[src/rtl/deadband_pkg.sv]
package deadband_pkg;

  // Strobes from the control path to the dead-band timer datapath.
  typedef struct packed {
    logic load;   // capture divider/count and restart the interval
    logic run;    // a dead band is pending, advance the timer
  } dbStrobe_t;

endpackage

[src/rtl/deadband_timer.sv]
module deadband_timer
  import deadband_pkg::*;
#(
  parameter int DIV_W = 2,
  parameter int CNT_W = 8
) (
  input  logic             clk,
  input  logic             rst_n,
  input  dbStrobe_t        strobe,
  input  logic [DIV_W-1:0] divIn,
  input  logic [CNT_W-1:0] countIn,
  output logic             lastTick
);

  // Prescaler wide enough for the largest ratio 2^(2^DIV_W - 1).
  localparam int PRE_W = (1 << DIV_W) - 1;

  logic [DIV_W-1:0] divQ;
  logic [PRE_W-1:0] preCnt;
  logic [PRE_W-1:0] preMask;
  logic [CNT_W-1:0] remain;
  logic             preWrap;

  // Terminal value of the prescaler: low divQ bits set.
  for (genvar g = 0; g < PRE_W; g++) begin : g_mask
    assign preMask[g] = (g < int'(divQ));
  end

  assign preWrap  = (preCnt == preMask);
  assign lastTick = strobe.run && preWrap && (remain == CNT_W'(1));

  always_ff @(posedge clk or negedge rst_n) begin
    if (!rst_n) begin
      divQ   <= '0;
      preCnt <= '0;
      remain <= '0;
    end else if (strobe.load) begin
      divQ   <= divIn;
      preCnt <= '0;
      remain <= countIn;
    end else if (strobe.run) begin
      if (preWrap) begin
        preCnt <= '0;
        remain <= remain - CNT_W'(1);
      end else begin
        preCnt <= preCnt + PRE_W'(1);
      end
    end
  end

endmodule

[src/rtl/deadband_ctrl.sv]
module deadband_ctrl
  import deadband_pkg::*;
#(
  parameter int CNT_W = 8
) (
  input  logic             clk,
  input  logic             rst_n,
  input  logic             pwmRef,
  input  logic             dbEnable,
  input  logic [CNT_W-1:0] dbCount,
  input  logic             lastTick,
  output dbStrobe_t        strobe,
  output logic             gatePri,
  output logic             gateSec
);

  logic refQ;
  logic primed;
  logic deadPend;
  logic refChange;
  logic zeroCount;

  // Before the first edge after reset the sampled level is treated as new.
  assign refChange = !primed || (pwmRef != refQ);
  assign zeroCount = (dbCount == '0);

  assign strobe.load = dbEnable && refChange && !zeroCount;
  assign strobe.run  = deadPend;

  always_ff @(posedge clk or negedge rst_n) begin
    if (!rst_n) begin
      refQ     <= 1'b0;
      primed   <= 1'b0;
      deadPend <= 1'b0;
      gatePri  <= 1'b0;
      gateSec  <= 1'b0;
    end else begin
      primed <= 1'b1;
      refQ   <= pwmRef;
      if (!dbEnable) begin
        deadPend <= 1'b0;
        gatePri  <= pwmRef;
        gateSec  <= !pwmRef;
      end else if (refChange) begin
        if (zeroCount) begin
          deadPend <= 1'b0;
          gatePri  <= pwmRef;
          gateSec  <= !pwmRef;
        end else begin
          deadPend <= 1'b1;
          gatePri  <= 1'b0;
          gateSec  <= 1'b0;
        end
      end else if (deadPend && lastTick) begin
        deadPend <= 1'b0;
        gatePri  <= refQ;
        gateSec  <= !refQ;
      end
    end
  end

endmodule

[src/rtl/cmpl_deadband.sv]
module cmpl_deadband
  import deadband_pkg::*;
#(
  parameter int DIV_W = 2,
  parameter int CNT_W = 8
) (
  input  logic             clk,
  input  logic             rst_n,
  input  logic             pwmRef,
  input  logic             dbEnable,
  input  logic [DIV_W-1:0] dbDiv,
  input  logic [CNT_W-1:0] dbCount,
  output logic             gatePri,
  output logic             gateSec
);

  dbStrobe_t strobe;
  logic      lastTick;

  deadband_ctrl #(.CNT_W(CNT_W)) u_ctrl (
    .clk      (clk),
    .rst_n    (rst_n),
    .pwmRef   (pwmRef),
    .dbEnable (dbEnable),
    .dbCount  (dbCount),
    .lastTick (lastTick),
    .strobe   (strobe),
    .gatePri  (gatePri),
    .gateSec  (gateSec)
  );

  deadband_timer #(.DIV_W(DIV_W), .CNT_W(CNT_W)) u_timer (
    .clk      (clk),
    .rst_n    (rst_n),
    .strobe   (strobe),
    .divIn    (dbDiv),
    .countIn  (dbCount),
    .lastTick (lastTick)
  );

endmodule

[config.mk]
export PLATFORM = sky130hd
export DESIGN_NAME = cmpl_deadband
export DESIGN_NICKNAME = d
export VERILOG_FILES = /design/src/rtl/deadband_pkg.sv /design/src/rtl/deadband_timer.sv /design/src/rtl/deadband_ctrl.sv /design/src/rtl/cmpl_deadband.sv
export SDC_FILE = /design/constraint.sdc
export NUM_CORES = 1
export LEC_CHECK = 0
export BUFFER_PORTS_ARGS = -buffer_cell sky130_fd_sc_hd__buf_2
export CAP_MARGIN = 20
export CORE_MARGIN = 2
export CORE_UTILIZATION = 59
export DETAILED_ROUTE_END_ITERATION = 7
export GPL_ROUTABILITY_DRIVEN = 0
export PLACE_DENSITY = 0.86
export SETUP_SLACK_MARGIN = 0.05
export SLEW_MARGIN = 20
export SYNTH_ARGS = -nofsm -noshare
export SYNTH_HDL_FRONTEND = slang
export SYNTH_SLANG_ARGS = --single-unit
[constraint.sdc]
create_clock -name clk -period 3.2 [get_ports clk]
set_input_delay 0.48 -clock clk [delete_from_list [all_inputs] [get_ports clk]]
set_output_delay 0.48 -clock clk [all_outputs]
set_load 0.02 [all_outputs]
==> impl_metrics.csv <==
group,metric,value,unit
outcome,outcome,"finished clean",
clock_tree,cts.sinks,18,
clock_tree,hold_buffers,0,
final_layout,area_delta_synth_final,12.6,%
grt,use_met2,41.1,%
power,seq_power_share,48.4,%
critical_path,cp-start-kind,"flip-flop",
clock_tree,cts_inserted_buffers,3,
sta,skew,0.00405,ns
clock_tree,clock_tree.buffer_depth,2,
clock_tree,cts_resized,0,
synthesis,syn-cell-area,1060,µm²
grt,grt.total_usage,23.7,%
clock_tree,cts.reportedPaths.clkPinSlew,0.10,ns
critical_path,path_depth,5,
critical_path,critPathCaptureType,"flip-flop",
clock_tree,clk_latency,0.30,ns
clock_tree,post_cts_buffers,0,
final_layout,nets,140,
route,ant_nets,0,
synthesis,synth_seq_cells,18,
critical_path,crit_type,"reg2reg",
sta,hold_violations,0,
floorplanning,die-area,2160,µm²
power,p_leak,0.499,nW
route,drc_errors,0,
grt,antenna_found_initial,0,
sta,rsz0062_at_grt,"no",
synthesis,ys_seq_area_share,42.4,%
route,drtIter0Drc,5,
synthesis,synthFlopType,"dfrtp_1",
floorplanning,core,1710,µm²
grt,grt_pass1_vias,813,
final_layout,final_common_cell,"nand2_1",
critical_path,cp_slowest_cell,"dfrtp_1",
sta,fmax,0.478,GHz
sta,timing.setup.tns,0,ns
floorplanning,num_io_pins,16,
min_path,hold_path.class,"in2async",
floorplanning,std_cell_rows,15,
final_layout,nFillCells,134,
sta,slew_violations,0,
final_layout,antenna_cells,0,
synthesis,yosysUniqueCellTypes,36,
route,vias,828,
final_layout,layout_common_cells,"19 x nand2_1, 18 x dfrtp_1, 15 x buf_2",
critical_path,cpLargestDelayFamily,"compound AO/OA/AOI/OAI gates",
sta,slew_headroom,65.2,%
final_layout,multi_input_area,592,µm²
grt,grtUsageMet3,5.49,%
power,p_int,0.000438,W
placed_design,hpwl,1.55,mm
route,wl_per_cell,14.2,µm
synthesis,syn_avg_cell_area,10.1,µm²
job,maxCapViolCount,0,
placed_design,port-buffer-count,15,
clock_tree,cts-root-buf,"clkbuf_4",
route,firstDrtPassIters,4,
final_layout,drive_gt1_share,26.2,%
clock_tree,h-tree-depth,1,
final_layout,ff_latch_area,450,µm²
synthesis,synth_edf_count,0,
sta,tightestPinTransition,0.522,ns
synthesis,yosysWarnings,0,
power,ir_drop,0.000322,V
clock_tree,cts_tree,"yes",
critical_path,reg2regPathDepth,5,
grt,overflow,0,
floorplanning,fp.dieW,46.4,µm
critical_path,required,3.40,ns
grt,grt_pass1_wl,3.44,mm
sta,finalSetupViolCount,0,
power,p_switching,0.000236,W
synthesis,synthCells,105,
power,p_sw_share,35.1,%
floorplanning,die_h,46.4,µm
route,routed_via_density,5.63,
critical_path,cp.arrival,2.29,ns
route,wl,2.09,mm
critical_path,crit_fanout,9,
power,p_comb_share,30.2,%
power,clock_power_share,21.4,%
grt,grt_max_degree,19,
critical_path,crit_buf_inv,0,
power,power_density,564,nW/µm²
critical_path,cp_slowest_stage_delay,0.49,ns
sta,finalCritPeriodShare,65.4,%
critical_path,crit_path_cell_trace,"and4_4, o31ai_4, and2_4, o2111a_2, mux2_4",
sta,fin_crit,2.09,ns
synthesis,syn-num-nets,122,
power,p_total,0.000674,W
grt,grt_use_met1,26.4,%
grt,top_usage_layer,"met2",
floorplanning,initial_core_util,62.2,%
synthesis,async_flop_share,100,%
==> flip-flops by register name, summed over array words and instances (netlist names) <==
register         count
u_timer.remain       8
u_ctrl.gateSec       1
u_timer.preCnt       3
u_ctrl.gatePri       1
u_ctrl.refQ          1
u_timer.divQ         2
u_ctrl.primed        1
u_ctrl.deadPend      1
==> power groups by stage <==
stage	sequential (W)	clock, W	combinational (W)
final	0.000326	0.000144	0.000203
after global routing	0.000334	0.000158	0.000229
after CTS	0.000326	0.000148	0.000203
after detailed placement	0.000330	0	0.000202
after global placement	0.000327	0	0.000193
after floorplan	0.000320	0	0.000159
==> metal layers <==
layer	vias up	wire length, µm
met5	-	0
met4	0	55
met3	7	69
met2	16	1070
met1	397	891
li1	408	-
==> layout make-up <==
type	instances	share of cell area [%]
clock buffer	4	3.03
inverter	3	0.941
multi-input combinational	82	49.5
sequential	18	37.7
tap	25	2.62
timing repair buffer	15	6.28
==> synth_stat cells, types with 2 or more instances <==
master,n,area [µm²]
nand4b_1,2,17.5
xnor2_1,9,78.8
nor2_1,5,18.8
inv_1,3,11.3
ha_1,3,37.5
dfrtp_1,18,450
nor3_1,3,15.0
nand3b_1,3,22.5
o21ai_1,4,20.0
mux2_4,2,30.0
a21oi_1,8,40.0
nand2_1,19,71.3
nor4_1,2,12.5
a2111oi_2,2,30.0
==> per-stage QoR <==
step / util (%) / setup WS (ns) / area, µm² / hold WS [ns] / cells
finish: 70.0 / 1.11 / 1200 / 0.0830 / 147
CTS: 70.0 / 1.11 / 1200 / 0.0968 / 147
global route: 70.0 / 1.02 / 1200 / 0.108 / 147
global placement: 67.9 / 1.20 / 1160 / 0.428 / 143
floorplan: - / 1.28 / 1060 / 0.184 / 105
detailed placement: 67.9 / 1.13 / 1160 / 0.435 / 143
==> logic make-up after synthesis <==
group | share of synthesized area (%)
buffers and inverters | 1.88
and+or+nand+nor | 23.7
xor gates and xnor gates | 7.42
muxes | 4.83
DFF | 42.4
adders and majority gates | 3.53
other | 0.353
AOI/OAI and AO/OA | 15.9
==> final timing paths <==
check / startpoint / end / slack, ns
max: u_timer.preCnt[2] / u_ctrl.gateSec / 1.11
min: rst_n / u_timer.divQ[0] / 0.08
max reg2reg: u_timer.preCnt[2] / u_ctrl.gateSec / 1.11
min reg2reg: u_ctrl.gatePri / u_ctrl.gatePri / 0.53
max in group asynchronous: rst_n / u_timer.remain[3] / 2.83
min in group clk: pwmRef / u_ctrl.refQ / 0.32
==> worst register-to-register path, stage by stage, from the launching register on <==
cell	delay, ns
dfrtp_1	0.49
and4_4	0.25
o31ai_4	0.43
and2_4	0.24
o2111a_2	0.26
mux2_4	0.31
No activity file was read; power rests on OpenSTA's default activity.
